==> src/rtl/isu_pkg.sv <==
package isu_pkg;

  localparam int unsigned OFS_CTRL = 32'h004;
  localparam int unsigned OFS_STAT = 32'h100;
  localparam int unsigned OFS_CLR  = 32'h108;
  localparam int unsigned OFS_EN   = 32'h110;

  localparam int unsigned BIT_DONE     = 0;
  localparam int unsigned BIT_EVWR_ERR = 1;
  localparam int unsigned BIT_DRD_ERR  = 9;
  localparam int unsigned BIT_RD_ERR   = 10;
  localparam int unsigned BIT_WR_ERR   = 11;
  localparam int unsigned BIT_BAD_DESC = 14;

  localparam int unsigned MODE_WIRED = 1;

  // true for every source that signals a failure
  function automatic bit is_err_src(input int unsigned b);
    return (b == BIT_EVWR_ERR) || (b == BIT_DRD_ERR) || (b == BIT_RD_ERR) ||
           (b == BIT_WR_ERR)   || (b == BIT_BAD_DESC);
  endfunction

  // true for every source that has a status flop
  function automatic bit is_impl_src(input int unsigned b);
    return (b == BIT_DONE) || is_err_src(b);
  endfunction

  // mask of width 32 with one bit per selected source
  function automatic logic [31:0] src_mask(input bit only_err);
    logic [31:0] m;
    m = '0;
    for (int unsigned i = 0; i < 32; i++) begin
      m[i] = only_err ? is_err_src(i) : is_impl_src(i);
    end
    return m;
  endfunction

  // cause bits that were clear last cycle and are set now
  function automatic logic [31:0] new_bits(input logic [31:0] now_v,
                                           input logic [31:0] prev_v);
    return now_v & ~prev_v;
  endfunction

endpackage

==> src/rtl/isu_status.sv <==
module isu_status
  import isu_pkg::*;
#(
  parameter int SRC_W = 16
) (
  input  logic             clk,
  input  logic             rst_n,
  input  logic [SRC_W-1:0] set_vec,
  input  logic [SRC_W-1:0] clr_vec,
  output logic [SRC_W-1:0] stat_q
);

  localparam logic [SRC_W-1:0] IMPL = SRC_W'(src_mask(1'b0));

  logic [SRC_W-1:0] unused_tie;
  assign unused_tie = (set_vec | clr_vec) & ~IMPL;

  for (genvar b = 0; b < SRC_W; b++) begin : g_bit
    if (is_impl_src(b)) begin : g_flop
      always_ff @(posedge clk or negedge rst_n) begin
        if (!rst_n) begin
          stat_q[b] <= 1'b0;
        end else if (set_vec[b]) begin
          stat_q[b] <= 1'b1;
        end else if (clr_vec[b]) begin
          stat_q[b] <= 1'b0;
        end
      end
    end else begin : g_tie
      assign stat_q[b] = 1'b0;
    end
  end

endmodule

==> src/rtl/isu_regs.sv <==
module isu_regs
  import isu_pkg::*;
#(
  parameter int ADDR_W = 12,
  parameter int DATA_W = 32,
  parameter int SRC_W  = 16,
  parameter int MODE_W = 4
) (
  input  logic              clk,
  input  logic              rst_n,
  input  logic              wr_en,
  input  logic              rd_en,
  input  logic [ADDR_W-1:0] addr,
  input  logic [DATA_W-1:0] wdata,
  input  logic [SRC_W-1:0]  stat_q,
  output logic [SRC_W-1:0]  en_q,
  output logic [MODE_W-1:0] mode_q,
  output logic [SRC_W-1:0]  clr_vec,
  output logic [DATA_W-1:0] rdata
);

  localparam logic [SRC_W-1:0]  IMPL = SRC_W'(src_mask(1'b0));
  localparam logic [ADDR_W-1:0] A_CTRL = ADDR_W'(OFS_CTRL);
  localparam logic [ADDR_W-1:0] A_STAT = ADDR_W'(OFS_STAT);
  localparam logic [ADDR_W-1:0] A_CLR  = ADDR_W'(OFS_CLR);
  localparam logic [ADDR_W-1:0] A_EN   = ADDR_W'(OFS_EN);

  logic hit_ctrl, hit_stat, hit_clr, hit_en;
  assign hit_ctrl = (addr == A_CTRL);
  assign hit_stat = (addr == A_STAT);
  assign hit_clr  = (addr == A_CLR);
  assign hit_en   = (addr == A_EN);

  logic unused_hi;
  assign unused_hi = ^wdata[DATA_W-1:SRC_W];

  assign clr_vec = (wr_en && hit_clr) ? (wdata[SRC_W-1:0] & IMPL) : '0;

  always_ff @(posedge clk or negedge rst_n) begin
    if (!rst_n) begin
      en_q   <= '0;
      mode_q <= MODE_W'(MODE_WIRED);
    end else if (wr_en) begin
      if (hit_en)   en_q   <= wdata[SRC_W-1:0] & IMPL;
      if (hit_ctrl) mode_q <= wdata[MODE_W-1:0];
    end
  end

  always_comb begin
    rdata = '0;
    if (rd_en) begin
      if (hit_stat)      rdata = DATA_W'(stat_q);
      else if (hit_en)   rdata = DATA_W'(en_q);
      else if (hit_ctrl) rdata = DATA_W'(mode_q);
    end
  end

endmodule

==> src/rtl/isu_deliver.sv <==
module isu_deliver
  import isu_pkg::*;
#(
  parameter int SRC_W  = 16,
  parameter int MODE_W = 4
) (
  input  logic              clk,
  input  logic              rst_n,
  input  logic [SRC_W-1:0]  stat_q,
  input  logic [SRC_W-1:0]  en_q,
  input  logic [MODE_W-1:0] mode_q,
  output logic [SRC_W-1:0]  cause,
  output logic              wired_mode,
  output logic              irq_line,
  output logic              msg_req,
  output logic              err_halt
);

  localparam logic [SRC_W-1:0] ERRM = SRC_W'(src_mask(1'b1));

  logic [SRC_W-1:0] cause_prev;
  logic [SRC_W-1:0] fresh;

  assign cause      = stat_q & en_q;
  assign wired_mode = (mode_q == MODE_W'(MODE_WIRED));
  assign fresh      = SRC_W'(new_bits(32'(cause), 32'(cause_prev)));

  always_ff @(posedge clk or negedge rst_n) begin
    if (!rst_n) cause_prev <= '0;
    else        cause_prev <= cause;
  end

  assign irq_line = wired_mode && (|cause);
  assign msg_req  = !wired_mode && (|fresh);
  assign err_halt = |(cause & ERRM);

endmodule

==> src/rtl/chan_irq_unit.sv <==
module chan_irq_unit
  import isu_pkg::*;
#(
  parameter int ADDR_W = 12,
  parameter int DATA_W = 32,
  parameter int SRC_W  = 16,
  parameter int MODE_W = 4
) (
  input  logic              clk,
  input  logic              rst_n,
  input  logic [SRC_W-1:0]  src_evt,
  input  logic              evt_pending,
  input  logic              wr_en,
  input  logic              rd_en,
  input  logic [ADDR_W-1:0] addr,
  input  logic [DATA_W-1:0] wdata,
  output logic [DATA_W-1:0] rdata,
  output logic              irq_line,
  output logic              msg_req,
  output logic              err_halt
);

  localparam logic [SRC_W-1:0] IMPL = SRC_W'(src_mask(1'b0));
  localparam logic [SRC_W-1:0] PEND = SRC_W'(1) << BIT_DONE;

  logic [SRC_W-1:0]  set_vec;
  logic [SRC_W-1:0]  clr_vec;
  logic [SRC_W-1:0]  stat_q;
  logic [SRC_W-1:0]  en_q;
  logic [SRC_W-1:0]  cause;
  logic [MODE_W-1:0] mode_q;
  logic              wired_mode;

  // pending records hold the completion source up like a repeating pulse
  assign set_vec = (src_evt | (evt_pending ? PEND : '0)) & IMPL;

  isu_status #(.SRC_W(SRC_W)) u_status (
    .clk(clk), .rst_n(rst_n),
    .set_vec(set_vec), .clr_vec(clr_vec), .stat_q(stat_q)
  );

  isu_regs #(.ADDR_W(ADDR_W), .DATA_W(DATA_W), .SRC_W(SRC_W), .MODE_W(MODE_W)) u_regs (
    .clk(clk), .rst_n(rst_n),
    .wr_en(wr_en), .rd_en(rd_en), .addr(addr), .wdata(wdata),
    .stat_q(stat_q), .en_q(en_q), .mode_q(mode_q),
    .clr_vec(clr_vec), .rdata(rdata)
  );

  isu_deliver #(.SRC_W(SRC_W), .MODE_W(MODE_W)) u_deliver (
    .clk(clk), .rst_n(rst_n),
    .stat_q(stat_q), .en_q(en_q), .mode_q(mode_q),
    .cause(cause), .wired_mode(wired_mode),
    .irq_line(irq_line), .msg_req(msg_req), .err_halt(err_halt)
  );

endmodule

==> config.mk <==
export PLATFORM = sky130hd
export DESIGN_NAME = chan_irq_unit
export DESIGN_NICKNAME = d
export VERILOG_FILES = /design/src/rtl/isu_pkg.sv /design/src/rtl/isu_status.sv /design/src/rtl/isu_regs.sv /design/src/rtl/isu_deliver.sv /design/src/rtl/chan_irq_unit.sv
export SDC_FILE = /design/constraint.sdc
export NUM_CORES = 1
export LEC_CHECK = 0
export ABC_AREA = 1
export BUFFER_PORTS_ARGS = -buffer_cell sky130_fd_sc_hd__buf_2
export CELL_PAD_IN_SITES_DETAIL_PLACEMENT = 0
export CELL_PAD_IN_SITES_GLOBAL_PLACEMENT = 2
export CORE_MARGIN = 1.5
export CORE_UTILIZATION = 22
export DETAILED_ROUTE_END_ITERATION = 10
export GPL_ROUTABILITY_DRIVEN = 0
export GPL_TIMING_DRIVEN = 0
export PLACE_DENSITY_LB_ADDON = 0.1
export SYNTH_ARGS = -nofsm -noshare
export SYNTH_HDL_FRONTEND = slang
export SYNTH_SLANG_ARGS = --single-unit
export TNS_END_PERCENT = 20
==> constraint.sdc <==
create_clock -name clk -period 1.17 [get_ports clk]
set_input_delay 0 -clock clk [delete_from_list [all_inputs] [get_ports clk]]
set_output_delay 0 -clock clk [all_outputs]
set_load 0.005 [all_outputs]
==> metrics, run 1 <==
H-Tree Depth=1; Setup WS post-layout=-0.104 ns; vias in the first global route=1379; Critical-path top delay cell=dfrtp_1; CTS sink cnt=22; worst-case hold slack=-0.00441 ns; Critical Path AT=1.27 ns; R2R Path Start=u_status.stat_q[9]; startpoint types=flip-flop; Yosys reg bits=22; hold path startpoint=wdata[3]; cells along the critical path=nand2_2, nand2_1, nor2_1, nand3_1, nor2_1, nor2_1, buf_2; NumNets Final=347; Placement Cell Area=0.00183 mm2; chip width=83.9 um; Initial Util=22.7%; worst rel slew slack=63.8%; r2r setup slk=0.41 ns; Fin. Hold Viols=1; Setup Skew=0.000571 ns; f_max=0.785 GHz; row count=29; drc violations=0; final period utilization=109%; worst slack, placed=0.00260 ns; Cells after DPL=330; Worst-path clk slew=0.08 ns; Worst setup EP type=output port; path type of the worst setup path=reg2out; Antenna diodes=0; max-slew violations=0; slew at the pin closest to its max-slew limit=0.544 ns; Ports=100; CTS buffer count=3; remaining global-route overflow=0; Critical Path Max Stage Delay=0.41 ns; most common cell after layout, fill and taps aside=nand2_1; hold path cells=3; CP Buf/Inv Count=1; initial DRC count=16; worst skew pair latency=0.26 ns; # setup viols final=4; pwr/cell area=741 mW/mm2; Syn. warnings=0; CTS tree=built; syn avg cell area=7.61 um2; worst hold path type=in2reg; root buf cell=clkbuf_8; most frequent cells in the layout=nand2_1 (44), buf_2 (41), buf_4 (33), inv_1 (25), conb_1 (24); fraction of layout cells with a size suffix above 1=37.7%; Tot Pwr=1.57 mW; worst flop-to-flop path endpoint=u_status.stat_q[9]; Max Buffers Root-to-Sink=2; CP delay by family, top=simple AND/OR/NAND/NOR gates; Worst R2R Path Depth=3; routed vias/inst=3.89; Initial DRT Pass Iterations=4; post-synthesis sequential area ratio=38.3%; antenna viol nets, final=0; Pleak=1.21 nW; Max VDD drop=0.460 mV; Core Footprint=0.00635 mm2; crit-path most repeated cell=nor2_1; via count=1391; failing checks=negative hold slack, negative setup slack; Layout Cells excl Fill=358; Die Height=83.9 um; Total Wirelength=3.86 mm; first-pass GRT wire length=6.33 mm; WL per Instance=10.8 um; RSZ-0062 raised after global routing=yes; DPL Wire Length=2.96 mm; Total GRT Usage=11.3%; Layout area overhead=47.7%; Design Area, Final=0.00212 mm2; post-layout min period=1.27 ns; outcome=complete, but fails checks; post-synth cell types=25; largest net degree at the start of global routing=23; CP required=1.17 ns; Synth Cell Area=0.00144 mm2; Die ar.=0.00703 mm2; crit path max fanout=3; Hold EP=u_regs.mode_q[3]; Max Cap Viol=0; IO buf count=41; Gate Count Post-Synth=189; initial antenna violation count=0
## registers in the layout, summed over array words and instances (netlist names)
signal                count
u_regs.en_q               6
u_deliver.cause_prev      6
u_regs.mode_q             4
u_status.stat_q           6
## worst reg2reg max path: stages, from the launching register on
cell	delay (ns)
dfrtp_1	0.41
buf_4	0.15
nand2_1	0.06
nand2_1	0.04
## per-stage QoR
stage | util [%] | TNS (ns) | hold WS [ns]
after global placement | 28.8 | -0.0164 | 0.0170
after CTS | 33.2 | -0.195 | 0.00510
after detailed placement | 28.8 | 0 | 0.0105
after global routing | 33.5 | -0.829 | 0.0180
after floorplan | - | 0 | -0.296
final | 33.5 | -0.219 | -0.00441
## cells in the mapped netlist
cell type / n / share of area, %
conb_1: 1 / 0.26
buf_6: 1 / 0.78
nor2_4: 3 / 2.3
o211ai_1: 2 / 1.0
nor3b_2: 1 / 0.87
o22ai_1: 2 / 0.87
inv_1: 25 / 6.5
nand3_2: 1 / 0.70
a21oi_1: 6 / 2.1
o21ai_0: 4 / 1.4
dfstp_2: 1 / 1.8
a21boi_0: 1 / 0.52
nor3_2: 1 / 0.70
o22a_1: 1 / 0.61
nand2_2: 3 / 1.3
nand4_2: 1 / 0.87
nor2_1: 11 / 2.9
inv_2: 2 / 0.52
nor2_2: 3 / 1.3
or2_4: 1 / 0.61
buf_4: 25 / 13
dfrtp_1: 21 / 37
nand3_1: 22 / 7.7
nand2_1: 48 / 13
nor3_4: 2 / 2.3
## how the worst max path moves through the flow
stage | startpoint | endpoint | slack, ns | depth (start not counted)
6_report | u_status.stat_q[9] | irq_line | -0.10 | 7
5_1_grt | u_status.stat_q[9] | irq_line | -0.24 | 7
4_1_cts | u_status.stat_q[9] | irq_line | -0.11 | 7
3_5_place_dp | addr[1] | u_status.stat_q[0] | 0.003 | 6
3_3_place_gp | addr[1] | u_status.stat_q[0] | -0.02 | 6
2_1_floorplan | u_status.stat_q[9] | irq_line | 0.34 | 6
## power breakdown
part           total [mW]  internal, mW  switching, mW
Combinational       0.265         0.141          0.123
Clock               0.547         0.300          0.247
Sequential          0.764         0.762        0.00139
Total                1.57          1.20          0.372
## cell type report
type	instances	area, um2
tap	77	96.3
clock buffer	4	55.1
fill	693	4230
multi-input combinational	137	694
inverter	27	101
sequential	22	552
buffer	26	203
timing repair buffer	65	423
## repair_timing
item,in CTS,in global routing
endpoints found under the hold margin,35,0
setup endpoints to repair,4,9
pin swaps,2,1
gates resized for setup,6,3
hold buffers,15,0
buffers inserted,8,1
## per-layer routing
layer | global-route usage (%) | vias to the layer above | wire length [um]
met3 | 3.07 | 4 | 244
met1 | 14.0 | 619 | 1830
li1 | - | 723 | -
met2 | 19.6 | 45 | 1720
met5 | 0 | - | 0
met4 | 2.68 | 0 | 61
## kinds of logic after synthesis
kind of cell	share of synthesized area [%]
compound gates	6.52
other cells	0.261
flops	38.3
buf+inv	20.9
simple gates	34.0
Power figures use the tool's default switching activity.
==> inputs of run 2 (changes only) <==
--- a/config.mk
+++ b/config.mk
@@ -10,12 +10,13 @@
 export CELL_PAD_IN_SITES_DETAIL_PLACEMENT = 0
 export CELL_PAD_IN_SITES_GLOBAL_PLACEMENT = 2
 export CORE_MARGIN = 1.5
-export CORE_UTILIZATION = 22
+export CORE_UTILIZATION = 24
 export DETAILED_ROUTE_END_ITERATION = 10
 export GPL_ROUTABILITY_DRIVEN = 0
 export GPL_TIMING_DRIVEN = 0
 export PLACE_DENSITY_LB_ADDON = 0.1
 export SYNTH_ARGS = -nofsm -noshare
 export SYNTH_HDL_FRONTEND = slang
+export SYNTH_HIERARCHICAL = 1
 export SYNTH_SLANG_ARGS = --single-unit
 export TNS_END_PERCENT = 20
==> constraint.sdc (replaced) <==
create_clock -name clk -period 1.45 [get_ports clk]
set_input_delay 0 -clock clk [delete_from_list [all_inputs] [get_ports clk]]
set_output_delay 0 -clock clk [all_outputs]
set_load 0.005 [all_outputs]
==> run 2 against run 1 <==
Net effect:
- the run now ends clean
- clock skew about the same
- synthesized cell count rose by 69%
- wire length grew 32%
- count of clock-buffer cells in the layout rose by 4
- total power grew 22%
- cell count increased by 48%
- critical path depth stayed put
- global-route usage is 0.093 points lower
- register-to-register slack better by 0.27 ns
- worst setup slack better by 0.23 ns
- combinational power grew 17%
- sequential share of layout area increased by 1.5 points
- critical endpoint unchanged
- largest cell class unchanged
- largest power group unchanged
- highest routed layer unchanged
==> metrics, run 2 <==
Die Height=97.9 um (+17%); Setup Skew=0.000830 ns (+0.000259 ns); H-Tree Depth=2 (+1); Ports=100 (unchanged); biggest regs=u_deliver/cause_prev: 16 flops, u_regs/en_q: 6 flops, u_status/stat_q: 6 flops; max FFs per register=16; f_max=0.755 GHz; Core Footprint=0.00872 mm2 (+37%); initial antenna violation count=0 (unchanged); crit path max fanout=4 (+1); Setup WS post-layout=0.125 ns (+0.229 ns); worst rel slew slack=48.4% (-15 points); max-slew violations=0 (unchanged); via count=1922 (+38%); vias in the first global route=1781 (+29%); Total Wirelength=5.11 mm (+32%); CP required=1.45 ns (+0.28 ns); post-layout min period=1.32 ns; Syn. warnings=6 (+6); Core Util, Final=33.5% (about the same); Antenna diodes=0 (unchanged); pwr/cell area=659 mW/mm2 (-11%); Fin. Hold Viols=0 (-1); Placement Cell Area=0.00262 mm2 (+44%); CTS tree=built; outcome=complete, no violations; worst hold path type=in2reg; Layout area overhead=35.1%; worst slack, placed=0.0574 ns (+0.0548 ns); row count=34 (+17%); drc violations=0 (unchanged); startpoint types=flip-flop; Max Buffers Root-to-Sink=2 (unchanged); remaining global-route overflow=0 (unchanged); Synth Cell Area=0.00216 mm2 (+50%); most common cell after layout, fill and taps aside=nand2_1; CTS buffer count=5 (+2); Clk pwr share=36.4% (+1.7 points); root buf cell=clkbuf_8; worst skew pair latency=0.27 ns (about the same); largest net degree at the start of global routing=33 (+43%); Initial Util=24.8% (+2.1 points); sequential cell area=802 um2 (+45%); Layout Cells excl Fill=530 (+48%); chip width=97.9 um (+17%); Gate Count Post-Synth=319 (+69%); first-pass GRT wire length=8.31 mm (+31%); Total GRT Usage=11.2% (-0.093 points); Pleak=1.81 nW (+49%); routed vias/inst=3.63 (-6.7%); P_sw=0.469 mW (+26%); final period utilization=91.4%; antenna viol nets, final=0 (unchanged); CTS sink cnt=32 (+45%); area of the multi-input gates=945 um2 (+36%); worst-case hold slack=0.0209 ns (+0.0253 ns); Setup TNS=0 ns (+0.219 ns); Filler Cell Count=1001 (+44%); Combinational Power Share=16.1% (-0.7 points); path type of the worst setup path=reg2out; Initial DRT Pass Iterations=3 (-1); # setup viols final=0 (-4); WL per Instance=9.63 um (-11%); slew at the pin closest to its max-slew limit=0.775 ns (+0.231 ns); Worst setup EP type=output port; initial DRC count=41 (+25); Net Sw Frac=24.4% (+0.77 points); internal power=1.46 mW (+21%); DPL Wire Length=4.04 mm (+36%); IO buf count=40 (-2.4%); fraction of layout cells with a size suffix above 1=26.3% (-11 points); Max VDD drop=0.330 mV (-28%); Design Area, Final=0.00292 mm2 (+37%); Cells after DPL=501 (+52%); NumNets Final=486 (+40%); syn avg cell area=6.77 um2 (-11%); Die ar.=0.00958 mm2 (+36%); Biggest register=u_deliver/cause_prev; Tot Pwr=1.92 mW (+22%); Max Cap Viol=0 (unchanged); Worst-path clk slew=0.07 ns (about the same); Critical Path AT=1.32 ns (+0.05 ns); sequential power share=47.5% (-1.0 points); most frequent cells in the layout=nand2_1 (85), inv_1 (66), buf_2 (41), buf_4 (41), conb_1 (36)
## run 2: worst paths after layout
| check | startpoint | to | slack (ns) | cells past startpoint |
|---|---|---|---|---|
| max in group asynchronous | rst_n | u_deliver/cause_prev[4] | 0.62 | 2 |
| worst min-delay path | wr_en | u_regs/mode_q[0] | 0.02 | 3 |
| worst min register to register | u_regs/mode_q[0] | u_regs/mode_q[0] | 0.48 | 2 |
| worst max register to register | u_status/stat_q[9] | u_status/stat_q[9] | 0.68 | 3 |
| min in group asynchronous | rst_n | u_status/stat_q[10] | 0.33 | 2 |
| worst max-delay path | u_status/stat_q[10] | irq_line | 0.13 | 7 |
## run 2: power groups by stage
stage | registers (mW) | logic, mW | clock network (mW)
3_5_place_dp | 0.930 | 0.268 | 0
4_1_cts | 0.913 | 0.301 | 0.747
2_1_floorplan | 0.929 | 0.184 | 0
6_report | 0.914 | 0.309 | 0.701
3_3_place_gp | 0.930 | 0.268 | 0
5_1_grt | 0.915 | 0.357 | 0.783
## run 2: cell type report
type / count / share of cell area [%]
clock buffer: 8 / 3.09
timing repair buffer: 61 / 13.6
buffer: 38 / 9.82
inverter: 70 / 9.00
multi-input combinational: 213 / 32.4
sequential: 32 / 27.5
tap: 108 / 4.63
## run 2: repair_timing
item,4_1_cts,5_1_grt
hold buffers,16,0
setup buffers,0,5
endpoints found under the hold margin,46,0
gates resized for setup,0,3
setup endpoints to repair,0,1
## run 2: critical path, stage by stage, from the launching register on
cell and delay (ns):
dfrtp_1 0.42, nand2_2 0.10, nand2_1 0.09, nor2_2 0.11, nand2_1 0.06, nor2_1 0.10
nor2_1 0.05, buf_2 0.12
## run 2: metal layers
metal	GRT usage (%)	wire length (um)	vias up
met3	2.43	190	5
met2	19.3	2460	31
met5	0	0	-
li1	-	-	1073
met1	14.0	2400	813
met4	3.63	52	0
==> inputs of run 3 (changes only) <==
--- a/config.mk
+++ b/config.mk
@@ -9,12 +9,11 @@
 export BUFFER_PORTS_ARGS = -buffer_cell sky130_fd_sc_hd__buf_2
 export CELL_PAD_IN_SITES_DETAIL_PLACEMENT = 0
 export CELL_PAD_IN_SITES_GLOBAL_PLACEMENT = 2
-export CORE_MARGIN = 1.5
 export CORE_UTILIZATION = 24
 export DETAILED_ROUTE_END_ITERATION = 10
 export GPL_ROUTABILITY_DRIVEN = 0
 export GPL_TIMING_DRIVEN = 0
-export PLACE_DENSITY_LB_ADDON = 0.1
+export PLACE_DENSITY = 0.81
 export SYNTH_ARGS = -nofsm -noshare
 export SYNTH_HDL_FRONTEND = slang
 export SYNTH_HIERARCHICAL = 1
==> run 3 against run 2 <==
Net effect:
- sequential share of layout area shrank 0.21 points
- critical endpoint unchanged
- first-iteration DRC count is 17% higher
- total power increased by 0.30%
- worst setup slack got worse by 0.0061 ns
- core utilization rose by 0.26 points
- cell count up 0.57%
- die area decreased by 2.0%
- critical path type unchanged
==> metrics, run 3 (synthesis gave the netlist of run 2 again) <==
Critical Path Max Stage Delay=0.41 ns (about the same); first-pass GRT wire length=8.18 mm (-1.6%); worst skew pair latency=0.28 ns (about the same); Antenna diodes=0 (unchanged); CTS sink cnt=32 (unchanged); pwr/cell area=656 mW/mm2 (-0.47%); Max VDD drop=0.318 mV (-3.8%); initial DRC count=48 (+17%); Initial Util=24.8% (unchanged); Placement Cell Area=0.00262 mm2 (unchanged); via count=1958 (+1.9%); antenna viol nets, final=0 (unchanged); Total Wirelength=4.91 mm (-3.9%); Ports=100 (unchanged); crit path max fanout=4 (unchanged); Core Footprint=0.00872 mm2 (unchanged); biggest regs=u_deliver/cause_prev: 16 flops, u_regs/en_q: 6 flops, u_status/stat_q: 6 flops; CP required=1.45 ns (about the same); routed vias/inst=3.67 (+1.3%); DPL Wire Length=3.85 mm (-4.5%); f_max=0.751 GHz (-0.46%); slew at the pin closest to its max-slew limit=0.740 ns (-0.0341 ns); row count=34 (unchanged); Initial DRT Pass Iterations=4 (+1); WL per Instance=9.20 um (-4.5%); chip width=96.9 um (-1.0%); worst slack, placed=0.0688 ns (+0.0114 ns); internal power=1.46 mW (+0.12%); CTS tree=built; Biggest register=u_deliver/cause_prev; most frequent cells in the layout=nand2_1 (86), inv_1 (66), buf_4 (43), buf_2 (41), conb_1 (36); Worst-path clk slew=0.07 ns (about the same); Die Height=96.9 um (-1.0%); worst hold path type=in2reg; sequential power share=47.3% (-0.2 points); Pleak=1.82 nW (+0.59%); outcome=complete, no violations; Total GRT Usage=10.9% (-0.30 points); Layout area overhead=36.1%; most common cell after layout, fill and taps aside=nand2_1; largest net degree at the start of global routing=33 (unchanged); worst rel slew slack=50.6% (+2.3 points); startpoint types=flip-flop; path type of the worst setup path=reg2out; Net Sw Frac=24.5% (+0.13 points); fraction of layout cells with a size suffix above 1=26.4% (+0.050 points); Setup WS post-layout=0.119 ns (-0.00610 ns); Design Area, Final=0.00294 mm2 (+0.77%); Setup Skew=0.00218 ns (+0.00135 ns); initial antenna violation count=0 (unchanged); max-slew violations=0 (unchanged); CTS buffer count=5 (unchanged); IO buf count=40 (unchanged); vias in the first global route=1823 (+2.4%); Max Cap Viol=0 (unchanged); NumNets Final=489 (+0.62%); Combinational Power Share=16.2% (about the same); max FFs per register=16 (unchanged); Critical-path top delay cell=dfrtp_1; P_sw=0.473 mW (+0.84%); post-layout min period=1.33 ns (+0.00610 ns); remaining global-route overflow=0 (unchanged); Fin. Hold Viols=0 (unchanged); crit-path most repeated cell=nand2_1; drc violations=0 (unchanged); Worst setup EP type=output port; final period utilization=91.8% (+0.42 points); cells along the critical path=nand2_1, nand2_1, nor2_2, nand2_1, nor2_1, nor2_1, buf_2; Clk pwr share=36.5% (about the same); Critical Path AT=1.33 ns (about the same); root buf cell=clkbuf_8; # setup viols final=0 (unchanged); Max Buffers Root-to-Sink=2 (unchanged); H-Tree Depth=2 (unchanged); Die ar.=0.00939 mm2 (-2.0%)
[run 3: repair_timing]
item | 4_1_cts | 5_1_grt
hold buffers | 17 | 0
gates resized for setup | 0 | 2
endpoints found under the hold margin | 46 | 0
setup endpoints to repair | 0 | 1
buffers inserted | 0 | 7
[run 3: cell type report]
cell class                      count  area, um2
Clock buffer                        8       90.1
Timing Repair Buffer               64        423
Buffer                             38        287
Sequential cell                    32        802
Fill cell                         958       5780
Tap cell                          108        135
Multi-Input combinational cell    213        942
Inverter                           70        263
[run 3: per-layer routing]
layer | GRT usage, % | wire (um) | up-vias
met1 | 14.0 | 2310 | 830
li1 | - | - | 1078
met2 | 18.3 | 2320 | 44
met5 | 0 | 0 | -
met3 | 2.38 | 207 | 6
met4 | 3.33 | 66 | 0
[run 3: worst paths after layout]
check	startpoint	endpoint	slack (ns)	cells after the start
max	u_status/stat_q[9]	irq_line	0.12	7
min	addr[10]	u_regs/mode_q[0]	0.13	6
max reg2reg	u_status/stat_q[10]	u_status/stat_q[10]	0.68	3
min reg2reg	u_regs/mode_q[0]	u_regs/mode_q[0]	0.48	2
max in group asynchronous	rst_n	u_regs/mode_q[2]	0.66	2
min in group asynchronous	rst_n	u_status/stat_q[10]	0.31	2
[run 3: power by group through the flow]
stage | clock, mW | sequential (mW) | combinational [mW]
after floorplan | 0 | 0.929 | 0.184
after detailed placement | 0 | 0.930 | 0.267
after CTS | 0.739 | 0.913 | 0.302
after global routing | 0.783 | 0.914 | 0.357
after global placement | 0 | 0.930 | 0.266
final | 0.704 | 0.914 | 0.312
[run 3: through the flow]
| step | hold WS (ns) | TNS (ns) | power (mW) | instances | util, % |
|---|---|---|---|---|---|
| global route | 0.163 | -0.0212 | 2.05 | 533 | 33.7 |
| global placement | 0.120 | 0 | 1.20 | 501 | 30.1 |
| floorplan | -0.296 | 0 | 1.11 | 353 | - |
| CTS | 0.126 | 0 | 1.95 | 526 | 33.1 |
| detailed placement | 0.122 | 0 | 1.20 | 501 | 30.1 |
| finish | 0.133 | 0 | 1.93 | 533 | 33.7 |
[run 3: critical path: cells and delay by family, from the launching register on]
| family | cells | cell delay (ns) |
|---|---|---|
| AND/OR/NAND/NOR | 6 | 0.51 |
| flip-flops | 1 | 0.41 |
| buffers and inverters | 1 | 0.12 |
